==> config.mk <==
export PLATFORM = sky130hd
export DESIGN_NAME = nrzi_sym_deser
export DESIGN_NICKNAME = d
export VERILOG_FILES = /design/src/rtl/nrzi_deser_pkg.sv /design/src/rtl/nrzi_src_sel.sv /design/src/rtl/nrzi_bit_dec.sv /design/src/rtl/nrzi_sym_counter.sv /design/src/rtl/nrzi_sym_deser.sv
export SDC_FILE = /design/constraint.sdc
export NUM_CORES = 1
export LEC_CHECK = 0
export ABC_AREA = 1
export BUFFER_PORTS_ARGS = -buffer_cell sky130_fd_sc_hd__clkbuf_2
export CAP_MARGIN = 20
export CORE_MARGIN = 4
export CORE_UTILIZATION = 35
export DETAILED_ROUTE_END_ITERATION = 8
export PLACE_DENSITY = 0.57
export SETUP_SLACK_MARGIN = 0.15
export SYNTH_ARGS = -nofsm -noshare
export SYNTH_HDL_FRONTEND = slang
export SYNTH_HIERARCHICAL = 1
export SYNTH_SLANG_ARGS = --single-unit
export TNS_END_PERCENT = 30
==> constraint.sdc <==
create_clock -name clk -period 3.1 [get_ports clk]
set_input_delay 0.93 -clock clk [delete_from_list [all_inputs] [get_ports clk]]
set_output_delay 0.93 -clock clk [all_outputs]
set_load 0.02 [all_outputs]
==> src/rtl/nrzi_deser_pkg.sv <==
package nrzi_deser_pkg;

    // Serial source chosen by the active-low loopback select
    typedef enum logic {
        SRC_LINE = 1'b0,
        SRC_LOOP = 1'b1
    } ser_src_e;

    // Width of a counter that spans 0..n-1, at least 1 bit
    function automatic int cnt_width(input int n);
        return (n > 1) ? $clog2(n) : 1;
    endfunction

endpackage

==> src/rtl/nrzi_src_sel.sv <==
module nrzi_src_sel (
    input  logic line_i,
    input  logic tx_ser_i,
    input  logic lpbk_n_i,
    input  logic sig_det_i,
    output logic bit_o,
    output logic qual_o
);
    import nrzi_deser_pkg::*;

    ser_src_e src;

    always_comb begin
        src = lpbk_n_i ? SRC_LINE : SRC_LOOP;
        unique case (src)
            SRC_LOOP: begin
                bit_o  = tx_ser_i;
                qual_o = 1'b1;      // loopback never waits on signal detect
            end
            default: begin
                bit_o  = line_i;
                qual_o = sig_det_i;
            end
        endcase
    end

endmodule

==> src/rtl/nrzi_bit_dec.sv <==
module nrzi_bit_dec (
    input  logic bit_i,
    input  logic qual_i,
    input  logic hist_i,
    output logic nrz_o,
    output logic hist_next_o
);
    always_comb begin
        if (qual_i) begin
            nrz_o       = bit_i ^ hist_i;
            hist_next_o = bit_i;
        end else begin
            nrz_o       = 1'b0;
            hist_next_o = 1'b0;
        end
    end
endmodule

==> src/rtl/nrzi_sym_counter.sv <==
module nrzi_sym_counter #(
    parameter int N = 5
) (
    input  logic clk,
    input  logic rst,
    output logic last_o
);
    import nrzi_deser_pkg::*;

    localparam int CW = cnt_width(N);
    localparam logic [CW-1:0] LAST_VAL = CW'(N - 1);

    logic [CW-1:0] cnt_d, cnt_q;

    always_comb begin
        last_o = (cnt_q == LAST_VAL);
        cnt_d  = last_o ? '0 : cnt_q + 1'b1;
    end

    always_ff @(posedge clk) begin
        if (rst) cnt_q <= '0;
        else     cnt_q <= cnt_d;
    end
endmodule

==> src/rtl/nrzi_sym_deser.sv <==
module nrzi_sym_deser #(
    parameter int SYM_W = 5
) (
    input  logic             clk,
    input  logic             rst,
    input  logic             line_i,
    input  logic             sig_det_i,
    input  logic             lpbk_n_i,
    input  logic             tx_ser_i,
    output logic [SYM_W-1:0] sym_o,
    output logic             sym_vld_o,
    output logic             sym_ce_o
);

    typedef struct packed {
        logic             hist;
        logic [SYM_W-1:0] shreg;
        logic [SYM_W-1:0] sym;
        logic             vld;
        logic             ce;
        logic             clean;   // every bit of the current symbol qualified
    } st_t;

    localparam st_t ST_RST = '{hist: 1'b0, shreg: '0, sym: '0,
                               vld: 1'b0, ce: 1'b0, clean: 1'b1};

    st_t  st_d, st_q;
    logic ser_bit, ser_qual, nrz_bit, hist_nx, sym_last;
    logic [SYM_W-1:0] shreg_nx;

    nrzi_src_sel u_sel (
        .line_i    (line_i),
        .tx_ser_i  (tx_ser_i),
        .lpbk_n_i  (lpbk_n_i),
        .sig_det_i (sig_det_i),
        .bit_o     (ser_bit),
        .qual_o    (ser_qual)
    );

    nrzi_bit_dec u_dec (
        .bit_i       (ser_bit),
        .qual_i      (ser_qual),
        .hist_i      (st_q.hist),
        .nrz_o       (nrz_bit),
        .hist_next_o (hist_nx)
    );

    nrzi_sym_counter #(.N(SYM_W)) u_cnt (
        .clk    (clk),
        .rst    (rst),
        .last_o (sym_last)
    );

    generate
        if (SYM_W > 1) begin : g_shift
            assign shreg_nx = {st_q.shreg[SYM_W-2:0], nrz_bit};
        end else begin : g_single
            assign shreg_nx = nrz_bit;
        end
    endgenerate

    always_comb begin
        st_d      = st_q;
        st_d.hist = hist_nx;
        st_d.ce   = sym_last;
        st_d.vld  = 1'b0;
        if (ser_qual) st_d.shreg = shreg_nx;
        else          st_d.shreg = '0;

        if (sym_last) begin
            st_d.clean = 1'b1;
            if (st_q.clean && ser_qual) begin
                st_d.sym = shreg_nx;
                st_d.vld = 1'b1;
            end else begin
                st_d.sym = '0;
            end
        end else begin
            st_d.clean = st_q.clean & ser_qual;
        end
    end

    always_ff @(posedge clk) begin
        if (rst) st_q <= ST_RST;
        else     st_q <= st_d;
    end

    assign sym_o     = st_q.sym;
    assign sym_vld_o = st_q.vld;
    assign sym_ce_o  = st_q.ce;

endmodule

# Word level (Yosys, flattened, before mapping)
# Index checks and enable logic that the tools add are counted.
# word_totals
regBits	16
input_bits	6
wordCells	22
# classes
n_addsub	1
n_eq_ne	1
mux	5
n_bitwise	4
reduce_logical	4
# ops
cell	count
2-bit OR reduction	3
5-bit 2-to-1 mux	1
1-bit 2-to-1 mux	4
3-bit by 1-bit adder with 3-bit output, second input constant	1
3-bit == test, second input constant	1
1-bit inverter	2
1-bit AND	1
1-bit logical AND	1
1-bit XOR	1

# Logic depth before layout (Yosys ltp)
# Gate-level depths: netlist (run 1).
# depth
ltp_word	4
depth_mapped	8
depth_no_buf	8

# By module
# The synthesis (run 1) kept the hierarchy.
# modules_own_cells
mod	n_inst	cells_per_inst	area_per_inst_um2	seq_area_each_um2
nrzi_sym_deser	1	52	442.9	260.2
nrzi_sym_counter	1	20	146.4	60.1
nrzi_bit_dec	1	6	22.5	0.0
nrzi_src_sel	1	6	22.5	0.0

# Least setup slack after synthesis (run 1)
# No wires, ideal clock.
# synth_path
path_kind	input to register
start	input lpbk_n_i
end	register st_q, in the netlist sym_o[0]
setup_ns	0.058
arrival_time_ns	1.381
required_time_ns	3.042
path_slack_ns	1.661
cell_stages	8
path_cell_list	inv_1 -> nand2_1 -> nand2_1 -> nand2_1 -> nand2_1 -> nor2_1 -> nand3_1 -> nand2_1
# synth_between
elab_chain_cells	4
word_cells_on_any_way	6
classes_between	mux: 4; bitwise: 1; reduce/logical: 1
# synth_rtl
element	line_no	source
from (decl)	nrzi_sym_deser.sv:8	input logic lpbk_n_i,
1-bit 2-to-1 mux	nrzi_src_sel.sv:15	unique case (src)
net ser_bit	nrzi_sym_deser.sv:28	logic ser_bit, ser_qual, nrz_bit, hist_nx, sym_last;
1-bit XOR	nrzi_bit_dec.sv:10	nrz_o = bit_i ^ hist_i;
1-bit 2-to-1 mux	nrzi_bit_dec.sv:9	if (qual_i) begin
net nrz_bit	nrzi_sym_deser.sv:28	
5-bit 2-to-1 mux	nrzi_sym_deser.sv:72	if (st_q.clean && ser_qual) begin
to (signal assigned)	nrzi_sym_deser.sv:85	else st_q <= st_d;
to (decl)	nrzi_sym_deser.sv:27	st_t st_d, st_q;
# The timed path passes the listed nets, and every way through them passes these cells.
# A chain may end at the register's enable or synchronous reset.

# Final worst setup path (run 1)
# layout_path
start	register st_q, in the netlist sym_o[3]
end	output sym_o[3]
# layout_rtl
element	line_no	source
to (decl)	nrzi_sym_deser.sv:10	output logic [SYM_W-1:0] sym_o,
# No word-level cell between the ends.

==> results.md, run 1 <==
- Clk slew on worst S/H paths: 0.09 ns
- # IOs: 13
- Routability cong.: 0.646
- Most frequent cells after synthesis: nand2_1, dfxtp_1, inv_1
- Die ar.: 0.00256 mm²
- # diodes: 0
- Mapped Nets: 92
- Pre-CTS setup slack: 1.47 ns
- Synth area leader: dfxtp_1
- Fmax: 584 MHz
- Die Wd: 50.6 µm
- # port buffers: 12
- Post-route ant nets: 0
- Sequential share of the synthesized area: 0.505
- Worst Skew: 0.00105 ns
- Initial DRC count: 13
- Die Ht: 50.6 µm
- Mapped Cells: 84
- Crit-path max FO: 2
- Final min period: 1.71 ns
- Yosys cell types: 12
- Post-CTS Hold Buffers: 0
- Remaining global-route overflow: 0
- DR DRC count: 0
- Pleak: 0.000391 µW
- Top-count cell post-synth: nand2_1
- CP peak stage delay: 0.34 ns
- Largest net degree at the start of global routing: 10
- Core Rows: 15
- Fillers: 183
- Worst Path Required: 2.17 ns
- Setup bufs post-CTS: 0
- CP top delay family: flip-flops
- Final WS setup: 1.39 ns
- Top_reg_cell synth: dfxtp_1
- Worst Hold Class: reg2reg
- Hold wc startpoint: shreg_nx[1]$_SDFF_PP0_
- H-tree Lvls: 1
- Routed vias: 458
- Max-slew violations: 0
- Dpl hpwl: 685 µm
- WS Path Type: reg2out
- Crit start category: flop
- First-pass GRT wire length: 1590 µm
- Arrival time worst endpoint: 0.78 ns
- Share of layout cells above drive strength 1: 0.232
- Worst VDD drop: 197 µV
- Buf/Inv on CP: 1
- Worst setup EP type: primary output
- Status: finished, final reports clean
- Cell Pwr Density: 531 mW/mm²
- Final net count: 104
- Final non-filler cell area: 724 µm²
- Final TNS setup: 0 ns
- Slew HR: 0.827
- Post-synth top area share: 0.505
- Crit path max-delay cell type: dfxtp_1
- Drt pass-1 iters: 4
- # resized after CTS: 0
- TritonCTS Buffers: 3
- Sink Count: 16
- Routed wire per std cell: 7.46 µm
- CTS tree: yes
- Root Buffer: clkbuf_4
- Post-synth EDFFs: 0
- Antenna violations before repair: 0
- Initial core utilization: 0.367
- Final setup violation count: 0
- Post-Syn Area: 634 µm²
- Placed cell area: 688 µm²
- RSZ-0062 raised after global routing: false
- Core area: 0.00173 mm²
- Dominant cells by area after synthesis: dfxtp_1, nand2_1, inv_1, buf_4, nor2_1
- Syn-to-layout area delta: 14.2%
- Seq cells post-synth: 16
- Final period util: 0.552
- Post-synth ARST share: 0
- Clock latency on the worst-skew pair: 0.27 ns
- Total wire length: 895 µm
- Final hold violation count: 0
- Yosys warning total: 6
- Overall Power: 385 µW
- Clk buf depth: 2
- Max-cap violations: 0
- Mean Syn Cell Area: 7.55 µm²
- Worst-Margin Slew: 0.259 ns
- Setup crit start: sym_o[3]$_SDFFE_PP0P_
- Critical path cell sequence: clkbuf_2
- Worst r2r src: u_cnt/cnt_q[0]$_SDFF_PP0_
- Vias in the first global route: 402
- GRT Util Overall: 0.0830
- Via-to-Cell Ratio: 3.82
-- cell families (layout without fill, tap and decap cells) --
family / after synthesis / after routing / synth area share
fa+ha+maj: 2 / 2 / 0.0394
flops: 16 / 16 / 0.505
buf+inv: 23 / 34 / 0.166
simple gates: 43 / 43 / 0.290
-- sequential cells by signal, summed over array words and instances (netlist names) --
register     count
st_q             2
sym_o            5
sym_ce_o         1
shreg_nx         4
sym_vld_o        1
u_cnt/cnt_q      3
-- per-stage QoR --
step                instances   util  hold WS, ns
finish                    120  0.420        0.429
global route              120  0.420        0.455
CTS                       120  0.420        0.431
detailed placement        116  0.399        0.416
global placement          116  0.399        0.414
floorplan                  84      -        0.409
-- report_power, final --
group / internal (µW) / leakage [µW] / switching, µW
clock network: 71.3 / 0.0000210 / 59.7
registers: 214 / 0.000130 / 4.15
logic: 12.9 / 0.000239 / 23.2
-- cell type report --
class | count | area (µm²) | share of cell area
Multi-Input combinational cell | 45 | 209 | 0.288
Timing Repair Buffer | 12 | 60.1 | 0.0829
Clock buffer | 4 | 36.3 | 0.0501
Inverter | 18 | 67.6 | 0.0933
Tap cell | 25 | 31.3 | 0.0432
Sequential cell | 16 | 320 | 0.442
-- per-layer routing --
| layer | up-vias | part of all wire | global-route usage |
|---|---|---|---|
| li1 | 260 | - | - |
| met1 | 183 | 0.53 | 0.107 |
| met2 | 13 | 0.40 | 0.124 |
| met4 | 0 | 0.017 | 0.0538 |
| met5 | - | 0 | 0 |
| met3 | 2 | 0.055 | 0.0178 |
-- placed cells by master, fill, tap and decap left out --
cell type / synthesis / routed
clkbuf_2: 0 / 12
clkbuf_4: 0 / 3
clkbuf_8: 0 / 1
dfxtp_1: 16 / 16
ha_1: 2 / 2
inv_1: 16 / 16
inv_2: 2 / 2
nand2_1: 24 / 24
nand2_2: 1 / 1
nand3_1: 5 / 5
nor2_1: 9 / 9
nor2_2: 2 / 2
nor2_4: 1 / 1
nor3_1: 1 / 1
-- worst register-to-register path, stage by stage, from the launching register on --
cell	delay, ns
dfxtp_1	0.36
inv_1	0.05
ha_1	0.18
nand2_1	0.09
inv_1	0.08
nor2_2	0.25
nand2_1	0.09
-- path summary, 6_finish.rpt --
check	slack (ns)	cells past startpoint	end
setup / recovery	1.39	1	sym_o[3]
hold / removal	0.43	2	shreg_nx[2]$_SDFF_PP0_
setup reg to reg	1.89	6	st_q[0]$_SDFF_PP1_
hold reg to reg	0.43	2	shreg_nx[2]$_SDFF_PP0_
Power figures use the tool's default switching activity.
==> run 2, diff against run 1 <==
PLACE_DENSITY = 0.59   (was 0.57)
clock period = 1.5 ns   (was 3.1 ns; I/O delays follow)
==> run 2 against run 1 <==
Worst hold slack gained 0.0047 ns. Sequential share of layout area grew 0.86 points. Count of clock-buffer cells in the layout shrank 1. Cell area shrank 1.9%. Sequential power grew 110%.
==> results.md, run 2 (synthesized netlist as in run 1, its figures left out) <==
- Status: finished, final reports clean (unchanged)
- Crit start category: flop (unchanged)
- Setup bufs post-CTS: 0 (unchanged)
- Dpl hpwl: 722 µm (was 685 µm)
- Clock latency on the worst-skew pair: 0.27 ns (about the same)
- Overall Power: 739 µW (was 385 µW)
- Final setup violation count: 0 (unchanged)
- Commonest non-fill, non-tap cell in the layout: nand2_1 (unchanged)
- Root Buffer: clkbuf_4 (unchanged)
- Buf/Inv on CP: 1 (unchanged)
- Core Rows: 15 (unchanged)
- Post-CTS Hold Buffers: 0 (unchanged)
- GRT met3 Usage: 0.0178 (unchanged)
- Via-to-Cell Ratio: 3.90 (was 3.82)
- Crit path max-delay cell type: dfxtp_1 (unchanged)
- # IOs: 13 (unchanged)
- Max FFs per register: 5 (unchanged)
- Crit-path max FO: 2 (unchanged)
- # port buffers: 12 (unchanged)
- Final period util: 0.823
- WS Path Type: reg2out (unchanged)
- Arrival time worst endpoint: 0.78 ns (about the same)
- Worst r2r path cells: 7 (was 6)
- Routability cong.: 0.676 (was 0.646)
- Worst Path Required: 1.05 ns (was 2.17 ns)
- Die Ht: 50.6 µm (unchanged)
- Total wire length: 954 µm (was 895 µm)
- Worst setup EP type: primary output (unchanged)
- Post-route ant nets: 0 (unchanged)
- Routed vias: 464 (was 458)
- RSZ-0062 raised after global routing: false (unchanged)
- TritonCTS Buffers: 3 (unchanged)
- Routed wire per std cell: 8.02 µm (was 7.46 µm)
- Initial DRC count: 9 (was 13)
- Share of layout cells above drive strength 1: 0.223 (was 0.232)
- Hold wc startpoint: shreg_nx[3]$_SDFF_PP0_ (was shreg_nx[1]$_SDFF_PP0_)
- Hold path endpoint: shreg_nx[4]$_SDFF_PP0_ (was shreg_nx[2]$_SDFF_PP0_)
- Syn-to-layout area delta: 12.0% (was 14.2%)
- CP top delay family: flip-flops (unchanged)
- Critical path cell sequence: clkbuf_2 (unchanged)
- Fillers: 199 (was 183)
- Sink Count: 16 (unchanged)
- Die ar.: 0.00256 mm² (unchanged)
- Max-slew violations: 0 (unchanged)
- Clk buf depth: 2 (unchanged)
- Worst r2r src: u_cnt/cnt_q[0]$_SDFF_PP0_ (unchanged)
- Slew HR: 0.833 (was 0.827)
- CTS tree: yes (unchanged)
- GRT Util Overall: 0.0863 (was 0.0830)
- H-tree Lvls: 1 (unchanged)
- Worst VDD drop: 359 µV (was 197 µV)
- Reg2Reg Setup Slack: 0.29 ns (was 1.89 ns)
- CP peak stage delay: 0.34 ns (about the same)
- Core area: 0.00173 mm² (unchanged)
- Fin Hold WS: 0.434 ns (was 0.429 ns)
- Final min period: 1.23 ns
- Highest-count cells in the layout ignoring fill and taps: nand2_1, inv_1, dfxtp_1 (unchanged)
- Drt pass-1 iters: 2 (was 4)
- Vias in the first global route: 420 (was 402)
- GR peak layer: met2 (unchanged)
- # diodes: 0 (unchanged)
- Met1 usage: 0.100 (was 0.107)
- Hold path depth: 2 (unchanged)
- DR DRC count: 0 (unchanged)
- Remaining global-route overflow: 0 (unchanged)
- Antenna violations before repair: 0 (unchanged)
- Final hold violation count: 0 (unchanged)
- Die Wd: 50.6 µm (unchanged)
- Worst-Margin Slew: 0.250 ns (was 0.259 ns)
- Pleak: 0.000384 µW (was 0.000391 µW)
- First-pass GRT wire length: 1610 µm (was 1590 µm)
- Setup crit start: sym_o[4]$_SDFFE_PP0P_ (was sym_o[3]$_SDFFE_PP0P_)
- Worst Skew: 0.000989 ns (was 0.00105 ns)
- # resized after CTS: 0 (unchanged)
- Max-cap violations: 0 (unchanged)
- Final net count: 104 (unchanged)
- GR Layer Usage met2: 0.130 (was 0.124)
- Largest net degree at the start of global routing: 9 (was 10)
- Fmax: 810 MHz
- Final TNS setup: 0 ns (unchanged)
- Initial core utilization: 0.367 (unchanged)
- R2R Path End: sym_o[1]$_SDFFE_PP0P_ (was st_q[0]$_SDFF_PP1_)
- Worst Hold Class: reg2reg (unchanged)
- Clk slew on worst S/H paths: 0.08 ns (was 0.09 ns)
- Cell Pwr Density: 1040 mW/mm² (was 531 mW/mm²)
[run 2: report_power, final]
part           internal (µW)  leakage (µW)  switching (µW)
Combinational           26.9      0.000239            48.6
Clock                   93.0     0.0000138             121
Sequential               442      0.000130            8.57
[run 2: metal layers]
layer	routed length (µm)	vias up
met5	0	-
li1	-	259
met2	380	11
met1	501	192
met4	15	0
met3	57	2
[run 2: layout make-up]
cell class                      instances  area [µm²]  share of cell area
Inverter                               18        67.6              0.0951
Clock buffer                            3        22.5              0.0317
Timing Repair Buffer                   12        60.1              0.0845
Sequential cell                        16         320               0.451
Tap cell                               25        31.3              0.0440
Multi-Input combinational cell         45         209               0.294
[run 2: worst max path at each step]
stage | end | slack [ns] | cells after the start
3_5_place_dp | sym_o[4]$_SDFFE_PP0P_ | 0.31 | 7
6_report | sym_o[4] | 0.27 | 1
3_3_place_gp | st_q[0]$_SDFF_PP1_ | 0.35 | 6
4_1_cts | sym_o[4] | 0.25 | 1
5_1_grt | sym_o[1]$_SDFFE_PP0P_ | 0.16 | 7
2_1_floorplan | st_q[0]$_SDFF_PP1_ | 0.44 | 6
[run 2: per-stage QoR]
step                      instances  instance area (µm²)  utilization  setup WS, ns
final                           119                  711        0.412         0.265
after global routing            119                  711        0.412         0.165
after CTS                       119                  711        0.412         0.246
after detailed placement        116                  688        0.399         0.306
after global placement          116                  688        0.399         0.347
after floorplan                  84                  634            -         0.444
